[config.mk]
export PLATFORM = sky130hd
export DESIGN_NAME = link_req_serializer
export DESIGN_NICKNAME = d
export VERILOG_FILES = /design/src/rtl/lrs_pkg.sv /design/src/rtl/lrs_start_gate.sv /design/src/rtl/lrs_shifter.sv /design/src/rtl/link_req_serializer.sv
export SDC_FILE = /design/constraint.sdc
export NUM_CORES = 1
export LEC_CHECK = 0
export BUFFER_PORTS_ARGS = -buffer_cell sky130_fd_sc_hd__buf_2
export CORE_ASPECT_RATIO = 0.6
export CORE_MARGIN = 1.5
export CORE_UTILIZATION = 57
export CTS_CLUSTER_SIZE = 8
export DETAILED_ROUTE_END_ITERATION = 8
export GPL_ROUTABILITY_DRIVEN = 0
export GPL_TIMING_DRIVEN = 0
export PLACE_DENSITY = 0.78
export SLEW_MARGIN = 20
export SYNTH_ARGS = -nofsm -noshare
export SYNTH_HDL_FRONTEND = slang
export SYNTH_SLANG_ARGS = --single-unit
export TNS_END_PERCENT = 1
[constraint.sdc]
create_clock -name clk -period 2.1 [get_ports clk]
set_clock_uncertainty 0.15 [all_clocks]
set_input_delay 0.105 -clock clk [delete_from_list [all_inputs] [get_ports clk]]
set_output_delay 0.105 -clock clk [all_outputs]
set_load 0.05 [all_outputs]
[src/rtl/lrs_pkg.sv]
package lrs_pkg;

    parameter int unsigned KIND_W = 3;
    parameter int unsigned ADDR_W = 4;
    parameter int unsigned DATA_W = 8;

    localparam int unsigned HEAD_W    = 1 + KIND_W + ADDR_W;
    localparam int unsigned FRAME_MAX = HEAD_W + DATA_W + 1;
    localparam int unsigned CNT_W     = $clog2(FRAME_MAX + 1);

    typedef enum logic [KIND_W-1:0] {
        RQ_IMM  = 3'd0,
        RQ_ISO  = 3'd1,
        RQ_PRI  = 3'd2,
        RQ_FAIR = 3'd3,
        RQ_RD   = 3'd4,
        RQ_WR   = 3'd5,
        RQ_RSV6 = 3'd6,
        RQ_RSV7 = 3'd7
    } rq_kind_e;

    typedef enum logic [1:0] {
        CTL_IDLE   = 2'b00,
        CTL_STATUS = 2'b01,
        CTL_RX     = 2'b10,
        CTL_TX     = 2'b11
    } ctl_e;

    typedef enum logic [1:0] {
        S_IDLE,
        S_ARM,
        S_SEND,
        S_WAIT
    } lrs_state_e;

    typedef struct packed {
        rq_kind_e          kind;
        logic [ADDR_W-1:0] field;
        logic [DATA_W-1:0] data;
    } rq_t;

    function automatic logic is_arb(rq_kind_e k);
        return (k == RQ_PRI) || (k == RQ_FAIR);
    endfunction

    function automatic logic is_reserved(rq_kind_e k);
        return (k == RQ_RSV6) || (k == RQ_RSV7);
    endfunction

    function automatic logic [CNT_W-1:0] frame_len(rq_kind_e k);
        if (k == RQ_WR) return CNT_W'(FRAME_MAX);
        return CNT_W'(HEAD_W + 1);
    endfunction

    function automatic logic [FRAME_MAX-1:0] build_frame(rq_t r);
        logic [FRAME_MAX-1:0] f;
        f    = '0;
        f[0] = 1'b1;
        for (int i = 0; i < KIND_W; i++) f[1 + i] = r.kind[KIND_W - 1 - i];
        for (int i = 0; i < ADDR_W; i++) f[1 + KIND_W + i] = r.field[ADDR_W - 1 - i];
        if (r.kind == RQ_WR)
            for (int i = 0; i < DATA_W; i++) f[HEAD_W + i] = r.data[DATA_W - 1 - i];
        return f;
    endfunction

endpackage

[src/rtl/lrs_start_gate.sv]
module lrs_start_gate
    import lrs_pkg::*;
(
    input  logic     clk,
    input  logic     rst,
    input  ctl_e     ctl,
    input  rq_kind_e kind,
    output logic     boot_ok,
    output logic     may_start,
    output logic     rx_now
);
    logic idle_q;
    logic boot_q;

    always_ff @(posedge clk) begin
        if (rst) begin
            idle_q <= 1'b0;
            boot_q <= 1'b0;
        end else begin
            idle_q <= (ctl == CTL_IDLE);
            boot_q <= boot_q | (ctl == CTL_IDLE);
        end
    end

    assign boot_ok = boot_q;
    assign rx_now  = (ctl == CTL_RX);

    always_comb begin
        if (!boot_q)
            may_start = 1'b0;
        else if (is_arb(kind))
            may_start = idle_q && (ctl == CTL_IDLE);
        else if (kind == RQ_IMM)
            may_start = (ctl == CTL_RX);
        else
            may_start = 1'b1;
    end
endmodule

[src/rtl/lrs_shifter.sv]
module lrs_shifter
    import lrs_pkg::*;
(
    input  logic                 clk,
    input  logic                 rst,
    input  logic                 load,
    input  logic                 advance,
    input  logic                 clear,
    input  logic [FRAME_MAX-1:0] frame,
    input  logic [CNT_W-1:0]     len,
    output logic                 line,
    output logic                 last
);
    logic [FRAME_MAX-1:0] shift_q;
    logic [CNT_W-1:0]     cnt_q;
    logic                 line_q;

    always_ff @(posedge clk) begin
        if (rst) begin
            shift_q <= '0;
            cnt_q   <= '0;
            line_q  <= 1'b0;
        end else if (load) begin
            line_q  <= frame[0];
            shift_q <= frame >> 1;
            cnt_q   <= len - CNT_W'(1);
        end else if (clear) begin
            line_q  <= 1'b0;
            shift_q <= '0;
            cnt_q   <= '0;
        end else if (advance) begin
            line_q  <= shift_q[0];
            shift_q <= shift_q >> 1;
            cnt_q   <= cnt_q - CNT_W'(1);
        end
    end

    assign line = line_q;
    assign last = (cnt_q == '0);
endmodule

[src/rtl/link_req_serializer.sv]
module link_req_serializer
    import lrs_pkg::*;
(
    input  logic              clk,
    input  logic              rst,
    input  logic              req_valid,
    input  logic [KIND_W-1:0] req_type,
    input  logic [ADDR_W-1:0] req_field,
    input  logic [DATA_W-1:0] req_data,
    input  logic [1:0]        ctl,
    output logic              req_ready,
    output logic              req_line,
    output logic              req_done,
    output logic              req_lost
);
    lrs_state_e state_q;
    rq_t        held_q;
    logic       done_q, lost_q;
    logic       boot_ok, may_start, rx_now, last;
    logic       load, advance, clear, lose;
    ctl_e       ctl_v;
    rq_kind_e   in_kind;
    logic [KIND_W-1:0] held_kind;
    logic       sending;

    assign ctl_v     = ctl_e'(ctl);
    assign in_kind   = rq_kind_e'(req_type);
    assign held_kind = held_q.kind;
    assign sending   = (state_q == S_SEND);

    lrs_start_gate u_gate (
        .clk       (clk),
        .rst       (rst),
        .ctl       (ctl_v),
        .kind      (held_q.kind),
        .boot_ok   (boot_ok),
        .may_start (may_start),
        .rx_now    (rx_now)
    );

    assign req_ready = (state_q == S_IDLE) && boot_ok;
    assign load      = (state_q == S_ARM) && may_start;
    assign lose      = is_arb(held_q.kind) && rx_now &&
                       ((state_q == S_SEND) || (state_q == S_WAIT));
    assign clear     = sending && (lose || last);
    assign advance   = sending && !clear;

    lrs_shifter u_shift (
        .clk     (clk),
        .rst     (rst),
        .load    (load),
        .advance (advance),
        .clear   (clear),
        .frame   (build_frame(held_q)),
        .len     (frame_len(held_q.kind)),
        .line    (req_line),
        .last    (last)
    );

    always_ff @(posedge clk) begin
        if (rst) begin
            state_q <= S_IDLE;
            held_q  <= '0;
            done_q  <= 1'b0;
            lost_q  <= 1'b0;
        end else begin
            done_q <= 1'b0;
            lost_q <= 1'b0;
            unique case (state_q)
                S_IDLE: begin
                    if (req_valid && req_ready && !is_reserved(in_kind)) begin
                        held_q  <= '{kind: in_kind, field: req_field, data: req_data};
                        state_q <= S_ARM;
                    end
                end
                S_ARM: begin
                    if (may_start) state_q <= S_SEND;
                end
                S_SEND: begin
                    if (lose) begin
                        lost_q  <= 1'b1;
                        state_q <= S_ARM;
                    end else if (last) begin
                        if (is_arb(held_q.kind)) begin
                            state_q <= S_WAIT;
                        end else begin
                            done_q  <= 1'b1;
                            state_q <= S_IDLE;
                        end
                    end
                end
                S_WAIT: begin
                    if (lose) begin
                        lost_q  <= 1'b1;
                        state_q <= S_ARM;
                    end else if (ctl_v == CTL_TX) begin
                        done_q  <= 1'b1;
                        state_q <= S_IDLE;
                    end
                end
                default: state_q <= S_IDLE;
            endcase
        end
    end

    assign req_done = done_q;
    assign req_lost = lost_q;
endmodule

# ---- Yosys cells after proc, flatten, opt, wreduce, memory -nomap -nowiden
# Index checks and enable logic that the tools add are counted.
dict set report word_totals {
  register_bits 42
  inputBits 20
  out_inout_bits 4
  elab_cells 84
}
dict set report op_classes {
  addsub 2
  n_eq_ne 14
  mux 31
  bitwise_logic 2
  n_reduce_logical 24
}
# op n
set ops {}
lappend ops {{15-bit two-way mux} 3}
lappend ops {{5-bit two-way mux} 5}
lappend ops {{2-bit two-way mux} 7}
lappend ops {{1-bit two-way mux} 13}
lappend ops {{5-bit by 1-bit subtractor with 5-bit output, second input constant} 2}
lappend ops {{3-bit equality test, second input constant} 3}
lappend ops {{1-bit logical AND} 9}
lappend ops {{2-bit equality test, second input constant} 4}
lappend ops {{8-bit two-way mux} 1}
lappend ops {{2-bit one-hot mux with 4 select lines} 1}
lappend ops {{3-bit by 2-bit equality test with 1-bit output, second input constant} 2}
lappend ops {{5-bit logical NOT} 1}
lappend ops {{2-bit logical NOT} 2}
lappend ops {{1-bit logical OR} 4}
lappend ops {{4-bit AND reduction} 1}
lappend ops {{2-bit OR reduction} 2}
lappend ops {{3-bit logical NOT} 1}
lappend ops {{3-bit by 2-bit inequality test with 1-bit output, second input constant} 1}
lappend ops {{3-bit inequality test, second input constant} 1}
lappend ops {{3-bit nonzero test} 1}
lappend ops {{2-bit by 1-bit equality test with 1-bit output, second input constant} 1}
lappend ops {{1-bit logical NOT} 2}
lappend ops {{2-bit by 1-bit inequality test with 1-bit output, second input constant} 1}
lappend ops {{2-bit inequality test, second input constant} 1}
lappend ops {{other kinds (4)} 4}

# ---- Logic depth before layout (Yosys ltp)
dict set report logic_depth {
  depth_word 11
  ltp_mapped 7
  ltp_nobuf 6
}

# ---- Hierarchy
# From an unflattened synthesis, not the netlist that was laid out.
dict set report hier_totals {
  cells_unflattened 229
  area_unflattened_um2 2158.3
}
# mod n_inst cells_each area_each_um2 seq_area_each_um2
set by_module_without_submodules {}
lappend by_module_without_submodules {lrs_shifter 1 119 1133.6 440.4}
lappend by_module_without_submodules {link_req_serializer 1 100 922.1 380.4}
lappend by_module_without_submodules {lrs_start_gate 1 10 102.6 40.0}

# ---- Least setup slack after synthesis
# OpenSTA, ideal clock, no wires.
dict set report synth_timing {
  path_kind {register to register}
  start {register u_shift.cnt_q[0]}
  end {register state_q[0]}
  setup_ps 116
  arrival_ps 1499
  t_required_ps 1834
  setup_slack_ps 334
  path_stages_with_launch 8
  path_buffers 1
  synth_period_minus_slack_ps 1766
  cell_sequence {dfxtp_1 inv_1 ha_1 nor4b_2 buf_2 a31oi_1 a31o_2 o211a_1}
}
dict set report synth_between {
  elab_chain_cells 3
}
# item line_no
set synth_lines {}
lappend synth_lines {{start: declaration} lrs_shifter.sv:15} ;# logic [CNT_W-1:0] cnt_q;
lappend synth_lines {{start signal: assignment} lrs_shifter.sv:26} ;# cnt_q <= len - CNT_W'(1);
lappend synth_lines {{start signal: assignment} lrs_shifter.sv:34} ;# cnt_q <= cnt_q - CNT_W'(1);
lappend synth_lines {{5-bit logical NOT} lrs_shifter.sv:39} ;# assign last = (cnt_q == '0);
lappend synth_lines {{3-bit inequality test (no line)} --}
lappend synth_lines {{4-bit AND reduction (no line)} --}
lappend synth_lines {{end signal: assignment} link_req_serializer.sv:62} ;# state_q <= S_IDLE;
lappend synth_lines {{end signal: assignment} link_req_serializer.sv:73} ;# state_q <= S_ARM;
lappend synth_lines {{end signal: assignment} link_req_serializer.sv:77} ;# if (may_start) state_q <= S_SEND;
lappend synth_lines {{end: declaration} link_req_serializer.sv:16} ;# lrs_state_e state_q;
# Every way passes these cells.
# A chain may end at the register's enable or synchronous reset.

# ---- Worst setup path in the final report
# Ends and elaborated chain as after synthesis.

==> metrics.md <==
| Metric | Value |
|---|---|
| Status | finished, final reports clean |
| Final nets | 305 |
| Max_cap viols | 0 |
| WP buf/inv | 2 |
| Die area | 0.00386 mm² |
| Worst Path Class, Setup | flop to flop |
| Clock Tree Buf Depth | 2 |
| Crit path arrival time | 2.08 ns |
| Dpl cell area | 0.00215 mm² |
| Synthesized area | 0.00198 mm² |
| DIE WIDTH | 79.2 µm |
| Slew Limit Headroom | 62.7% |
| Slowest stage cell, crit path | dfxtp_1 |
| Cell Chain, Critical Path | inv_1, ha_1, nor4b_2, clkbuf_4, a31oi_1, a31o_2, o211a_1 |
| R2R depth | 7 |
| First-pass detailed-route iteration total | 5 |
| Pwr/cell area | 716 mW/mm² |
| Crit path capture type | flop |
| Clk_lat worst skew | 0.30 ns |
| Rows | 16 |
| RSZ-0062 raised after global routing | no |
| Largest net degree at the start of global routing | 14 |
| Sequential power share | 46.2% |
| Starting Density | 60.4% |
| Core area | 0.00328 mm² |
| Cell family with most CP delay | compound AO/OA/AOI/OAI gates |
| Worst r2r src | u_shift.cnt_q[0] |
| Routed WL per cell | 16.1 µm |
| Filler cells | 255 |
| Clock share of power | 45.0% |
| Cells after Synth | 236 |
| All-layer global routing usage | 29.0% |
| I/O Pins | 24 |
| Critical path launch point | u_shift.cnt_q[0] |
| Post-route cell area | 0.00248 mm² |
| Synth cell types | 48 |
| Post-synth EDFFs | 0 |
| Die H | 48.7 µm |
| Antenna Violating Nets Remaining | 0 |
| Vias after detailed routing | 1977 |
| Net Count, Synth | 257 |
| CTS HTree Levels | 2 |
| Crit-path max cell delay | 0.34 ns |
| Area delta synth->final | 25.0% |
| Worst Max-Slew Pin Slew | 0.559 ns |
| Fmax | 493 MHz |
| Detailed Route WL | 5310 µm |
| Hold Path Class | primary input to flop |
| Antenna cells | 0 |
| Clock slew at reported path FFs | 0.09 ns |
| Share of cells above drive strength 1 | 19.6% |
| Leakage power | 0.877 nW |
| Startpoint of the worst hold path | ctl[1] |
| Switching Share | 22.1% |
| Main synth FF type | dfxtp_1 |
| Synthesis-stage register bit count | 42 |
| Worst-path fanout max | 10 |
| P_sw | 0.393 mW |
| DR vias/cell | 5.99 |
| Final Cycle Share | 96.7% |
| Detailed Route Iter0 Violations | 208 |
| Cts bufs inserted | 5 |
| Syn Area/Cell | 8.41 µm² |
| Remaining Overflow, GRT | 0 |
| Clock root buffer | clkbuf_8 |
| CTS tree | built |
| CTS Sinks | 42 |
| Post-route minimum period | 2.03 ns |
| Setup Viol. Count Final | 0 |
| Vias in the first global route | 1835 |
| Fin. Hold Viols | 0 |
| Hpwl dp | 3450 µm |
| Antenna violations before repair | 0 |
| VDD IR max | 0.510 mV |
| Int Pwr | 1.38 mW |
| Drt drc | 0 |
| First-pass GRT wire length | 8520 µm |
| Seq/Total Area, Yosys | 42.4% |
| Port bufs | 22 |
| Ys Warns | 0 |
| Hold path depth | 3 |
| Post-synth ARST share | 0% |
| Comb power frac | 8.8% |
| Setup crit start kind | flop |
| Setup Total Neg Slack | 0 ns |
| Max-slew violation count | 0 |
| Critical path required time | 2.15 ns |
| WP depth | 7 |
-- power by group through the flow --
stage	Sequential, mW	Combinational, mW	Clock [mW]
floorplan	0.836	0.0824	0
global placement	0.839	0.126	0
detailed placement	0.839	0.127	0
CTS	0.820	0.150	0.798
global route	0.823	0.169	0.838
finish	0.821	0.156	0.799
-- path summary, 6_finish.rpt --
kind	to	slack, ns
min reg2reg	u_shift.shift_q[14]	0.31
min	req_done	0.02
max reg2reg	state_q[0]	0.07
max	state_q[0]	0.07
-- flip-flops by register name, indices dropped and copies added (netlist names) --
signal / cells
u_shift.shift_q: 15
req_lost: 1
req_done: 1
u_gate.idle_q: 1
held_q: 12
u_gate.boot_ok: 1
u_shift.line: 1
u_shift.cnt_q: 5
state_q: 2
held_kind: 3
-- layout make-up --
type	count	area [µm²]	share of cell area [%]
multi-input cells	165	1010	40.6
flip-flops and latches	42	841	33.9
repair buffers	41	293	11.8
plain buffers	17	96.3	3.88
clock buffers	6	82.6	3.33
clock inverters	2	60.1	2.42
well taps	45	56.3	2.27
inverters	12	45.0	1.82
-- worst reg2reg max path: stages, from the launching register on --
cell	delay [ns]
dfxtp_1	0.34
inv_1	0.08
ha_1	0.21
nor4b_2	0.34
clkbuf_4	0.30
a31oi_1	0.11
a31o_2	0.22
o211a_1	0.19
-- routing by layer --
metal,wire length [µm],vias to the layer above,track usage (%)
met5,0,-,0
met4,96,0,10.2
met3,499,17,11.7
met2,2190,92,39.9
met1,2520,913,40.8
li1,-,955,-
-- synth_stat cells (4+ instances only) --
master     n  area share (%)
clkbuf_1   7             1.3
a22oi_1    6             2.3
a221oi_1   6             2.6
a21oi_1   24             6.1
buf_4      4             1.5
nor3_1    14             3.5
dfxtp_1   42              42
a211oi_1   6             2.3
inv_1     12             2.3
o211ai_1   6             2.3
nand2_1   43             8.1
buf_2      4             1.0
nor2_1     9             1.7
o22ai_1    9             2.8
-- cells in the final DEF (no fill, tap or decap), types with 6 or more instances in the layout --
cell type      count
a21oi_1           24
o211ai_1           6
a22oi_1            6
nor3_1            14
nor2_1             9
o22ai_1            9
buf_2             25
nand2_1           43
clkbuf_1           6
clkbuf_8           6
dfxtp_1           42
buf_4              7
a221oi_1           6
dlygate4sd3_1     16
a211oi_1           6
inv_1             12
-- stage by stage --
| step | instances | power [mW] | hold slack, ns | utilization (%) | setup slack, ns |
|---|---|---|---|---|---|
| after floorplan | 236 | 0.919 | 0.0318 | - | 0.334 |
| final | 330 | 1.78 | 0.0198 | 75.5 | 0.0702 |
| after global routing | 330 | 1.83 | 0.0113 | 75.5 | 0.0104 |
| after detailed placement | 303 | 0.966 | 0.200 | 65.5 | 0.127 |
| after global placement | 303 | 0.964 | 0.195 | 65.5 | 0.138 |
| after CTS | 327 | 1.77 | 0.00565 | 74.7 | 0.0944 |
-- logic make-up (layout without fill, tap and decap cells) --
logic type / count (synthesis) / in the layout / share of synthesized area [%]
and+or+nand+nor: 85 / 85 / 22.2
AOI/OAI and AO/OA: 78 / 78 / 27.4
DFF: 42 / 42 / 42.4
buffers and inverters: 29 / 78 / 6.94
adders and majority gates: 1 / 1 / 0.630
xor gates and xnor gates: 1 / 1 / 0.441
-- timing repair --
action / in CTS / in global routing
setup buffers: 0 / 3
gates resized for setup: 0 / 3
hold buffers: 16 / 0
endpoints found under the setup margin: 0 / 3
endpoints found under the hold margin: 17 / 0
(Power assumes the default switching activity.)
